**src/rtl/acc_alu_pkg.sv**
```systemverilog
package acc_alu_pkg;

    typedef enum logic [3:0] {
        OP_ADC = 4'h0,
        OP_SBC = 4'h1,
        OP_CMP = 4'h2,
        OP_AND = 4'h3,
        OP_OR  = 4'h4,
        OP_XOR = 4'h5,
        OP_BIT = 4'h6,
        OP_ASL = 4'h7,
        OP_LSR = 4'h8,
        OP_ROL = 4'h9,
        OP_ROR = 4'hA,
        OP_INC = 4'hB,
        OP_DEC = 4'hC
    } alu_op_e;

    // flag vector positions {N,V,Z,C}
    localparam int FLAG_N = 3;
    localparam int FLAG_V = 2;
    localparam int FLAG_Z = 1;
    localparam int FLAG_C = 0;

    localparam logic [3:0] WE_ALL  = 4'b1111;
    localparam logic [3:0] WE_NZC  = 4'b1011;
    localparam logic [3:0] WE_NZ   = 4'b1010;
    localparam logic [3:0] WE_NVZ  = 4'b1110;
    localparam logic [3:0] WE_NONE = 4'b0000;

    typedef enum logic [1:0] {
        LG_AND = 2'd0,
        LG_OR  = 2'd1,
        LG_XOR = 2'd2
    } logic_sel_e;

    function automatic logic bcd_digits_ok(input logic [63:0] v, input int ndig);
        logic ok;
        ok = 1'b1;
        for (int i = 0; i < 16; i++) begin
            if (i < ndig && v[4*i +: 4] > 4'd9) ok = 1'b0;
        end
        return ok;
    endfunction

endpackage

```
**src/rtl/acc_alu_addsub.sv**
```systemverilog
module acc_alu_addsub #(
    parameter int WIDTH = 8
) (
    input  logic [WIDTH-1:0] a,
    input  logic [WIDTH-1:0] b,
    input  logic             cin,
    input  logic             sub,
    input  logic             decimal,
    output logic [WIDTH-1:0] sum,
    output logic             cout,
    output logic             ovf
);
    localparam int NDIG = WIDTH / 4;
    localparam int MSB  = WIDTH - 1;

    logic [WIDTH-1:0] bx;
    logic [WIDTH-1:0] bin_sum;
    logic [NDIG:0]    chain;

    assign bx       = sub ? ~b : b;
    assign chain[0] = cin;

    // digit-serial chain: binary when decimal is low, BCD-corrected otherwise
    for (genvar g = 0; g < NDIG; g++) begin : g_digit
        logic [4:0] raw_d;
        logic [3:0] nib_d;
        logic       co_d;
        always_comb begin
            raw_d = {1'b0, a[4*g +: 4]} + {1'b0, bx[4*g +: 4]} + {4'b0, chain[g]};
            nib_d = raw_d[3:0];
            co_d  = raw_d[4];
            if (decimal) begin
                if (sub) begin
                    if (!raw_d[4]) nib_d = raw_d[3:0] - 4'd6;
                end else if (raw_d > 5'd9) begin
                    nib_d = raw_d[3:0] + 4'd6;
                    co_d  = 1'b1;
                end
            end
        end
        assign sum[4*g +: 4] = nib_d;
        assign chain[g+1]    = co_d;
    end

    // signed overflow always judged on the binary sum
    assign bin_sum = a + bx + WIDTH'(cin);
    assign ovf     = (a[MSB] == bx[MSB]) && (bin_sum[MSB] != a[MSB]);
    assign cout    = chain[NDIG];

endmodule

```
**src/rtl/acc_alu_shift.sv**
```systemverilog
module acc_alu_shift #(
    parameter int WIDTH = 8
) (
    input  logic [WIDTH-1:0] a,
    input  logic             cin,
    input  logic             left,
    input  logic             rotate,
    output logic [WIDTH-1:0] res,
    output logic             cout
);
    logic fill;

    assign fill = rotate & cin;

    always_comb begin
        if (left) begin
            res  = {a[WIDTH-2:0], fill};
            cout = a[WIDTH-1];
        end else begin
            res  = {fill, a[WIDTH-1:1]};
            cout = a[0];
        end
    end

endmodule

```
**src/rtl/acc_alu_logic.sv**
```systemverilog
module acc_alu_logic
    import acc_alu_pkg::*;
#(
    parameter int WIDTH = 8
) (
    input  logic [WIDTH-1:0] a,
    input  logic [WIDTH-1:0] b,
    input  logic_sel_e       sel,
    output logic [WIDTH-1:0] res
);
    always_comb begin
        case (sel)
            LG_OR:   res = a | b;
            LG_XOR:  res = a ^ b;
            default: res = a & b;
        endcase
    end

endmodule

```
**src/rtl/acc_alu.sv**
```systemverilog
module acc_alu
    import acc_alu_pkg::*;
#(
    parameter int WIDTH = 8
) (
    input  logic             clk,
    input  logic             rst_n,
    input  logic             in_valid,
    input  logic [3:0]       op,
    input  logic [WIDTH-1:0] opa,
    input  logic [WIDTH-1:0] opb,
    input  logic             carry_in,
    input  logic             dec_mode,
    output logic             out_valid,
    output logic [WIDTH-1:0] result,
    output logic             wr_result,
    output logic [3:0]       flag_we,
    output logic             flag_n,
    output logic             flag_v,
    output logic             flag_z,
    output logic             flag_c
);
    localparam int MSB  = WIDTH - 1;
    localparam int NDIG = WIDTH / 4;

    typedef struct packed {
        logic             valid;
        logic [WIDTH-1:0] result;
        logic             wr;
        logic [3:0]       we;
        logic [3:0]       flags;
    } state_t;

    state_t st_d, st_q;

    alu_op_e op_e;
    assign op_e = alu_op_e'(op);

    // arithmetic unit
    logic [WIDTH-1:0] as_sum_d;
    logic             as_cout_d, as_ovf_d, as_sub_d, as_cin_d, as_dec_d;

    assign as_sub_d = (op_e != OP_ADC);
    assign as_cin_d = (op_e == OP_CMP) ? 1'b1 : carry_in;
    assign as_dec_d = dec_mode && (op_e != OP_CMP);

    acc_alu_addsub #(.WIDTH(WIDTH)) u_addsub (
        .a       (opa),
        .b       (opb),
        .cin     (as_cin_d),
        .sub     (as_sub_d),
        .decimal (as_dec_d),
        .sum     (as_sum_d),
        .cout    (as_cout_d),
        .ovf     (as_ovf_d)
    );

    // shifter
    logic [WIDTH-1:0] sh_res_d;
    logic             sh_cout_d, sh_left_d, sh_rot_d;

    assign sh_left_d = (op_e == OP_ASL) || (op_e == OP_ROL);
    assign sh_rot_d  = (op_e == OP_ROL) || (op_e == OP_ROR);

    acc_alu_shift #(.WIDTH(WIDTH)) u_shift (
        .a      (opa),
        .cin    (carry_in),
        .left   (sh_left_d),
        .rotate (sh_rot_d),
        .res    (sh_res_d),
        .cout   (sh_cout_d)
    );

    // bitwise unit
    logic [WIDTH-1:0] lg_res_d;
    logic_sel_e       lg_sel_d;

    always_comb begin
        case (op_e)
            OP_OR:   lg_sel_d = LG_OR;
            OP_XOR:  lg_sel_d = LG_XOR;
            default: lg_sel_d = LG_AND;
        endcase
    end

    acc_alu_logic #(.WIDTH(WIDTH)) u_logic (
        .a   (opa),
        .b   (opb),
        .sel (lg_sel_d),
        .res (lg_res_d)
    );

    // next-state computation
    always_comb begin
        logic [WIDTH-1:0] nz_src;
        logic [3:0]       flg;
        st_d       = st_q;
        st_d.valid = in_valid;
        nz_src     = opa;
        flg        = 4'b0000;
        if (in_valid) begin
            st_d.result = opa;
            st_d.wr     = 1'b0;
            st_d.we     = WE_NONE;
            case (op_e)
                OP_ADC, OP_SBC: begin
                    st_d.result  = as_sum_d;
                    st_d.wr      = 1'b1;
                    st_d.we      = WE_ALL;
                    flg[FLAG_V]  = as_ovf_d;
                    flg[FLAG_C]  = as_cout_d;
                end
                OP_CMP: begin
                    st_d.we      = WE_NZC;
                    flg[FLAG_C]  = as_cout_d;
                end
                OP_AND, OP_OR, OP_XOR: begin
                    st_d.result  = lg_res_d;
                    st_d.wr      = 1'b1;
                    st_d.we      = WE_NZ;
                end
                OP_BIT: begin
                    st_d.we      = WE_NVZ;
                    flg[FLAG_V]  = opb[MSB-1];
                end
                OP_ASL, OP_LSR, OP_ROL, OP_ROR: begin
                    st_d.result  = sh_res_d;
                    st_d.wr      = 1'b1;
                    st_d.we      = WE_NZC;
                    flg[FLAG_C]  = sh_cout_d;
                end
                OP_INC: begin
                    st_d.result  = opa + WIDTH'(1);
                    st_d.wr      = 1'b1;
                    st_d.we      = WE_NZ;
                end
                OP_DEC: begin
                    st_d.result  = opa - WIDTH'(1);
                    st_d.wr      = 1'b1;
                    st_d.we      = WE_NZ;
                end
                default: begin
                    st_d.we      = WE_NONE;
                end
            endcase

            nz_src = (op_e == OP_CMP) ? as_sum_d : st_d.result;
            if (op_e == OP_BIT) begin
                flg[FLAG_N] = opb[MSB];
                flg[FLAG_Z] = ((opa & opb) == '0);
            end else begin
                flg[FLAG_N] = nz_src[MSB];
                flg[FLAG_Z] = (nz_src == '0);
            end
            st_d.flags = flg & st_d.we;
        end
    end

    always_ff @(posedge clk or negedge rst_n) begin
        if (!rst_n) st_q <= '0;
        else        st_q <= st_d;
    end

    assign out_valid = st_q.valid;
    assign result    = st_q.result;
    assign wr_result = st_q.wr;
    assign flag_we   = st_q.we;
    assign flag_n    = st_q.flags[FLAG_N];
    assign flag_v    = st_q.flags[FLAG_V];
    assign flag_z    = st_q.flags[FLAG_Z];
    assign flag_c    = st_q.flags[FLAG_C];


    valid_follow_chk: assert property (@(posedge clk) disable iff (!rst_n)
        in_valid |=> out_valid);


    idle_hold_chk: assert property (@(posedge clk) disable iff (!rst_n)
        !in_valid |=> (!out_valid && $stable(result) && $stable(flag_we)));


    bin_add_chk: assert property (@(posedge clk) disable iff (!rst_n)
        (in_valid && op == OP_ADC && !dec_mode) |=>
        ({flag_c, result} == $past({1'b0, opa} + {1'b0, opb} + (WIDTH+1)'(carry_in))));


    cmp_nowrite_chk: assert property (@(posedge clk) disable iff (!rst_n)
        (in_valid && op == OP_CMP) |=> (!wr_result && result == $past(opa)));


    bcd_digit_chk: assert property (@(posedge clk) disable iff (!rst_n)
        (in_valid && dec_mode && (op == OP_ADC || op == OP_SBC) &&
         bcd_digits_ok(64'(opa), NDIG) && bcd_digits_ok(64'(opb), NDIG)) |=>
        bcd_digits_ok(64'(result), NDIG));


    zero_flag_chk: assert property (@(posedge clk) disable iff (!rst_n)
        (out_valid && wr_result && flag_we[FLAG_Z]) |-> (flag_z == (result == '0)));


    neg_flag_chk: assert property (@(posedge clk) disable iff (!rst_n)
        (out_valid && wr_result && flag_we[FLAG_N]) |-> (flag_n == result[MSB]));

endmodule

```
**config.mk**
```make
export PLATFORM = sky130hd
export DESIGN_NAME = acc_alu
export DESIGN_NICKNAME = d
export VERILOG_FILES = /design/src/rtl/acc_alu_pkg.sv /design/src/rtl/acc_alu_addsub.sv /design/src/rtl/acc_alu_shift.sv /design/src/rtl/acc_alu_logic.sv /design/src/rtl/acc_alu.sv
export SDC_FILE = /design/constraint.sdc
export NUM_CORES = 1
export LEC_CHECK = 0
export ABC_CLOCK_PERIOD_IN_PS = 1400
export BUFFER_PORTS_ARGS = -buffer_cell sky130_fd_sc_hd__buf_4
export CAP_MARGIN = 20
export CORE_ASPECT_RATIO = 0.9
export CORE_MARGIN = 4
export CORE_UTILIZATION = 27
export CTS_CLUSTER_DIAMETER = 60
export DETAILED_ROUTE_END_ITERATION = 6
export PLACE_DENSITY = 0.46
export SLEW_MARGIN = 40
export SYNTH_ARGS = -nofsm -noshare
export SYNTH_HDL_FRONTEND = slang
export SYNTH_SLANG_ARGS = --single-unit
```
**constraint.sdc**
```tcl
create_clock -name clk -period 1.4 [get_ports clk]
set_input_delay 0 -clock clk [delete_from_list [all_inputs] [get_ports clk]]
set_output_delay 0 -clock clk [all_outputs]
set_load 0.01 [all_outputs]
```
Word-level counts from Yosys, hierarchy flattened
Index checks and enable logic that the tools add are counted.
Operators by class
  add/sub/neg operators: 12
  multipliers: 0
  div/mod/pow operators: 0
  $lt $le $gt $ge: 2
  equal/unequal tests: 17
  shifts and indexed selects: 0
  muxes and demuxes: 33
  bitwise gates (word level): 6
  reduce and logical (&&, ||, !) cells: 14
Operators with widths (number)
  one-hot mux 9 bit (5 select lines): 1
  two-way mux 4 bit: 9
  two-way mux 8 bit: 3
  == test 4 bit, second input constant: 5
  == test 4 x 3 -> 1 bit, second input constant: 4
  zero test 8 bit: 2
  one-hot mux 4 bit (4 select lines): 1
  one-hot mux 8 bit (2 select lines): 1
  two-way mux 1 bit: 14
  adder 4 x 4 -> 5 bit: 2
  adder 5 x 1 -> 5 bit: 2
  > comparator 5 x 4 -> 1 bit, second input constant: 2
  OR reduction 5 bit: 2
  two-way mux 9 bit: 1
  adder 4 x 3 -> 4 bit, second input constant: 2
  adder 8 x 1 -> 8 bit: 1
  adder 8 x 1 -> 8 bit, second input constant: 1
  adder 8 bit: 1
  AND 8 bit: 1
  == test 4 x 2 -> 1 bit, second input constant: 2
  inverter 8 bit: 1
  bitwise OR 8 bit: 1
  subtractor 4 x 3 -> 4 bit, second input constant: 2
  subtractor 8 x 1 -> 8 bit, second input constant: 1
  other kinds (18): 22
Word-level totals
  register bits after elaboration: 18
  latch bits: 0
  bits in writable memories: 0
  bits in read-only memories: 0
  bits of input ports: 25
  output and inout port bits: 18
  word-level logic and storage cells: 89
  memories: 0

Depth between registers and ports, before layout
  word-level depth: 20
  depth in mapped cells: 23

Modules after synthesis
From an unflattened synthesis, not the netlist that was laid out.
Unflattened totals
  cells, all modules: 406
  area total of the unflattened synthesis: 3180.6 um2
By module, submodules not included
  acc_alu: times used 1, cells an instance 209, area each 1694.1 um2
  acc_alu_addsub: times used 1, cells an instance 113, area each 865.8 um2
  acc_alu_logic: times used 1, cells an instance 70, area each 481.7 um2
  acc_alu_shift: times used 1, cells an instance 14, area each 138.9 um2

Worst setup path before layout
OpenSTA, ideal clock, no wires.
  path type: input port to flip-flop
  from: input port op[1]
  to: register st_q, in the netlist flag_z
  arrival: 5.327 ns
  path slack: -4.014 ns
  stages: 23
  buffers on the path: 2
  path through: buf_2 -> nor4_4 -> clkbuf_1 -> xnor2_1 -> fa_1 -> inv_1 -> fa_1 -> xor2_1 -> nand2_1 -> a41o_1 -> fa_1 -> fa_1 -> xor2_1 -> inv_1 -> ha_1 -> nor2b_1 -> a31oi_1 -> nor3b_1 -> o31ai_1 -> xnor2_1 -> a221oi_1 -> a21oi_1 -> a22oi_1
On the way
  cells in the longest elaborated chain, start to end: 20
  elaborated cells on any way between the ends: 61
RTL lines
  start: declaration: RTL line acc_alu.sv:9  | input logic [3:0] op,
  nonzero test 4 bit: RTL line acc_alu.sv:43  | assign as_sub_d = (op_e != OP_ADC);
  two-way mux 8 bit: RTL line acc_alu_addsub.sv:20  | assign bx = sub ? ~b : b;
  adder 4 x 4 -> 5 bit: RTL line acc_alu_addsub.sv:29  | raw_d = {1'b0, a[4*g +: 4]} + {1'b0, bx[4*g +: 4]} + {4'b0, chain[g]};
  adder 5 x 1 -> 5 bit: RTL line acc_alu_addsub.sv:29
  > comparator 5 x 4 -> 1 bit: RTL line acc_alu_addsub.sv:35  | end else if (raw_d > 5'd9) begin
  two-way mux 1 bit: RTL line acc_alu_addsub.sv:35
  two-way mux 1 bit: RTL line acc_alu_addsub.sv:33  | if (sub) begin
  two-way mux 1 bit: RTL line acc_alu_addsub.sv:32  | if (decimal) begin
  [... 4 more ...]
  two-way mux 4 bit: RTL line acc_alu_addsub.sv:32
  one-hot mux 9 bit (5 select lines): RTL line acc_alu.sv:105  | case (op_e)
  two-way mux 9 bit: RTL line acc_alu.sv:101  | if (in_valid) begin
  two-way mux 8 bit: RTL line acc_alu.sv:147  | nz_src = (op_e == OP_CMP) ? as_sum_d : st_d.result;
  zero test 8 bit: RTL line acc_alu.sv:153  | flg[FLAG_Z] = (nz_src == '0);
  two-way mux 1 bit: RTL line acc_alu.sv:148  | if (op_e == OP_BIT) begin
  two-way mux 1 bit: RTL line acc_alu.sv:101
  AND 4 bit *: RTL line acc_alu.sv:155  | st_d.flags = flg & st_d.we;
  end signal: assignment: RTL line acc_alu.sv:161  | else st_q <= st_d;
  end: declaration: RTL line acc_alu.sv:34  | state_t st_d, st_q;
Every way passes the cells marked *; elsewhere a longest branch is shown, timed or not. The select of a mux whose other input is x is not followed.
A chain may end at the register's enable or synchronous reset.

Worst setup path after layout
  from: input port op[1]
  to: register st_q, in the netlist flag_n
On the way
  cells in the longest elaborated chain, start to end: 19
  elaborated cells on any way between the ends: 54
RTL lines (RTL line)
  nonzero test 4 bit: acc_alu.sv:43
  two-way mux 8 bit: acc_alu_addsub.sv:20
  adder 4 x 4 -> 5 bit: acc_alu_addsub.sv:29
  adder 5 x 1 -> 5 bit: acc_alu_addsub.sv:29
  > comparator 5 x 4 -> 1 bit: acc_alu_addsub.sv:35
  two-way mux 1 bit: acc_alu_addsub.sv:35
  two-way mux 1 bit: acc_alu_addsub.sv:33
  two-way mux 1 bit: acc_alu_addsub.sv:32
  [... 3 more ...]
  two-way mux 4 bit: acc_alu_addsub.sv:33
  two-way mux 4 bit: acc_alu_addsub.sv:32
  one-hot mux 9 bit (5 select lines): acc_alu.sv:105
  two-way mux 9 bit: acc_alu.sv:101
  two-way mux 8 bit: acc_alu.sv:147
  two-way mux 1 bit: acc_alu.sv:148
  two-way mux 1 bit: acc_alu.sv:101
  AND 4 bit *: acc_alu.sv:155
Marks and branches as above.

==> impl_metrics.py <==
metrics = {
    "sta": {
        "period_minus_slack_ns": 4.21,
        "grt_setup_unrepaired": "yes",
        "timing.final.crit_share_pct": 301,
        "fmaxAchievable_ghz": 0.238,
        "slew_headroom_pct": 64.1,
        "postLayoutSetupSlackWorst_ns": -2.81,
        "worst_clock_skew_ns": 0,
        "final-hold-violation-count": 0,
        "setup_total_negative_slack_ns": -23.74,
        "max_slew.worst_pin.slew_ns": 0.532,
        "setup_viol_count_final": 12,
        "maxSlewViolCount": 0,
    },
    "synth": {
        "synth_warnings": 0,
        "yosysSeqAreaShare_pct": 13.9,
        "synth_top_flop_cell": "sky130_fd_sc_hd__dfrtp_1",
        "synth_cell_types": 75,
        "post-synth-top-count-cell": "sky130_fd_sc_hd__inv_1",
        "synth_area_per_cell_um2": 7.60,
        "syn_area_um2": 3060,
        "syn_inst": 402,
        "yosysTopAreaCell": "sky130_fd_sc_hd__ha_1",
        "synthesis.nets": 467,
        "synth-edff-count": 0,
        "synthTopCellsByCount": "sky130_fd_sc_hd__inv_1, sky130_fd_sc_hd__a21oi_1, sky130_fd_sc_hd__ha_1",
        "synth_top_area_share_pct": 14.3,
        "postSynthRegisterBits": 17,
        "yosys-top-cells-area": "sky130_fd_sc_hd__ha_1, sky130_fd_sc_hd__dfrtp_1, sky130_fd_sc_hd__a21oi_1",
        "async_flop_share_pct": 100,
    },
    "hold_path": {
        "worst_hold_path_type": "in -> reg",
        "whs_endpoint": "flag_we[0]$_DFFE_PN0P_",
        "hold_depth": 2,
        "min_from": "in_valid",
    },
    "run": {
        "timing.max_cap.violations": 0,
    },
    "route": {
        "met2WireLength_mm": 5.75,
        "drc": 0,
        "vias_per_cell": 5.21,
        "detailroute.wirelength.met3_um": 887,
        "wire_per_inst_um": 17.5,
        "detailroute.via_count": 3738,
        "totalWireLength_mm": 12.5,
        "drt.antenna.violating_nets": 0,
        "detailedRoute.firstPassIterationCount": 4,
        "wirelength_met1_mm": 5.71,
        "routed.top_layer": "met4",
        "drt_iter0_drc": 361,
    },
    "place": {
        "dpl.cell_count": 695,
        "place_hpwl_mm": 10.1,
        "port_buffers": 42,
        "finalWeightedCongestion": 0.937,
    },
    "floorplanning": {
        "initial_util_pct": 27.9,
        "die_h_um": 109,
        "die_x_um": 120,
        "core_region_area_um2": 10900,
        "rows": 36,
        "dieArea_um2": 13100,
        "io_pins": 43,
    },
    "pwr": {
        "design_power_total_mw": 3.82,
        "vdd_drop_max_uv": 458,
        "power_density_nw_per_um2": 749,
        "power.static_leakage_nw": 2.32,
    },
    "clock_network": {
        "cts-buffers-inserted": 3,
        "clk-insertion-delay-late_ns": 0.24,
        "cts_tree": "done",
        "cts_num_sinks": 17,
        "cts-htree-levels": 1,
        "cts.path.max_buffers": 2,
        "worst_setup_hold_path_clk_slew_ns": 0.05,
        "clk_root_buffer_cell": "sky130_fd_sc_hd__clkbuf_16",
    },
    "worst_setup_path": {
        "r2r-start": "flag_z$_DFFE_PN0P_",
        "critPathMaxFanout": 4,
        "slowest_stage": "sky130_fd_sc_hd__fa_2",
        "critPathRequiredTime_ns": 1.52,
        "critical_path.max_stage_delay_ns": 0.40,
        "rrSetupSlack_ns": 0.44,
        "critPathLaunchType": "primary input",
        "timing.reg2reg.worst_path_depth": 3,
        "arrival_ns": 4.33,
        "critical_path_class": "in -> reg",
        "cpLargestDelayFamily": "adder cells",
        "timing.critical_path.cells": "buf_8 -> nor4b_2 -> buf_4 -> or2_4 -> fa_2 -> buf_4 -> and3_1 -> nor3_2 -> nor2_1 -> a41o_1 -> fa_2 -> fa_2 -> xor2_2 -> buf_4 -> ha_4 -> mux2i_4 -> a211oi_2 -> a31oi_1 -> nand3_2 -> a2111oi_4 -> or3_4 -> o221ai_2",
        "setup.worst_path.end_class": "register",
        "worst-path-buf-inv": 4,
        "crit-reg2reg-capture": "flag_z$_DFFE_PN0P_",
    },
    "finish": {
        "finalNonFillerCells": 717,
        "filler_instances": 1114,
        "final_nets": 631,
        "register_area_um2": 425,
        "antenna_cells": 0,
        "syn2layout_area_growth_pct": 66.6,
        "multi_input_comb_area_um2": 2820,
        "layout-drive-gt1-share_pct": 46.2,
    },
    "run_status": {
        "run_status": "complete, but fails checks",
        "failed_checks": "negative setup slack",
    },
    "global_routing": {
        "grt_first_pass_wirelength_mm": 19.7,
        "antenna_found_initial": 0,
        "gr-usage-all-layers_pct": 18.9,
        "via_count_of_the_first_global_routing_pass": 3744,
        "overflow_left_after_global_routing": 0,
        "maximum_number_of_pins_on_one_net_before_global_route_repair": 29,
    },
}
==> repair_timing <==
| item | CTS | global route |
|---|---|---|
| setup buffers | 22 | 12 |
| setup endpoints to repair | 12 | 12 |
| gates resized for setup | 35 | 51 |
| pin swaps | 36 | 27 |
| hold buffers | 1 | 0 |
| endpoints found under the hold margin | 17 | 0 |
==> final cells by class <==
cell class,instances,area share (%)
tap,152,3.74
inverter,41,3.12
clock buffer,4,1.55
sequential,17,8.36
multi-input combinational,322,55.3
timing repair buffer,181,27.9
==> through the flow <==
step / util, % / setup WS, ns / hold WS [ns] / area [µm²]
5_1_grt: 46.5 / -2.99 / 0.129 / 5090
6_report: 46.5 / -2.81 / 0.100 / 5090
3_5_place_dp: 41.1 / -3.40 / -0.122 / 4490
3_3_place_gp: 41.1 / -3.25 / -0.123 / 4490
2_1_floorplan: - / -3.35 / -0.296 / 3200
4_1_cts: 44.4 / -2.86 / 0.0951 / 4860
==> how the worst max path moves through the flow <==
stage / cells past startpoint / from / slack (ns) / endpoint
after floorplan: 23 / op[0] / -3.35 / flag_z$_DFFE_PN0P_
after global placement: 22 / op[2] / -3.25 / flag_n$_DFFE_PN0P_
after detailed placement: 23 / op[2] / -3.40 / flag_z$_DFFE_PN0P_
after CTS: 23 / op[1] / -2.86 / flag_z$_DFFE_PN0P_
after global routing: 23 / op[1] / -2.99 / flag_z$_DFFE_PN0P_
final: 22 / op[1] / -2.81 / flag_n$_DFFE_PN0P_
==> layout by cell type (no fill, tap or decap), types with 6 or more instances in the layout <==
master                     count
sky130_fd_sc_hd__a22oi_1       6
sky130_fd_sc_hd__nand2b_1      7
sky130_fd_sc_hd__inv_1        36
sky130_fd_sc_hd__ha_1         28
sky130_fd_sc_hd__dfrtp_1      17
sky130_fd_sc_hd__o21ai_0      12
sky130_fd_sc_hd__xnor2_1      10
sky130_fd_sc_hd__nor3_1        9
sky130_fd_sc_hd__a21oi_1      27
sky130_fd_sc_hd__nor2_1       23
sky130_fd_sc_hd__buf_6        11
sky130_fd_sc_hd__nand3_1      10
sky130_fd_sc_hd__a21o_1        7
sky130_fd_sc_hd__nand2_1      19
sky130_fd_sc_hd__nor2b_1       8
sky130_fd_sc_hd__buf_4       167
sky130_fd_sc_hd__a21oi_2       7
==> layer usage <==
metal,up-vias,GRT usage (%)
li1,1813,-
met1,1761,27.1
met2,152,30.9
met3,12,1.87
met4,0,4.09
met5,-,0
==> flip-flops by register name, indices dropped and copies added, names as in the netlist <==
name,cells
flag_c,1
flag_n,1
flag_v,1
flag_we,3
flag_z,1
out_valid,1
result,8
wr_result,1
==> power breakdown <==
group	switching [mW]	internal (mW)	leakage, nW
clock network	0.175	0.386	0.0382
registers	0.0394	0.564	0.205
logic	1.28	1.37	2.08
==> kinds of logic after synthesis <==
| logic type | after synthesis | share of synthesized area [%] |
|---|---|---|
| AO/OA/AOI/OAI | 140 | 31.6 |
| XOR/XNOR | 17 | 4.87 |
| adder cells (fa/ha/maj) | 40 | 17.6 |
| buffers and inverters | 63 | 8.10 |
| flip-flops | 17 | 13.9 |
| multiplexers | 8 | 2.74 |
| AND/OR/NAND/NOR | 117 | 21.1 |
(Power assumes the default switching activity.)
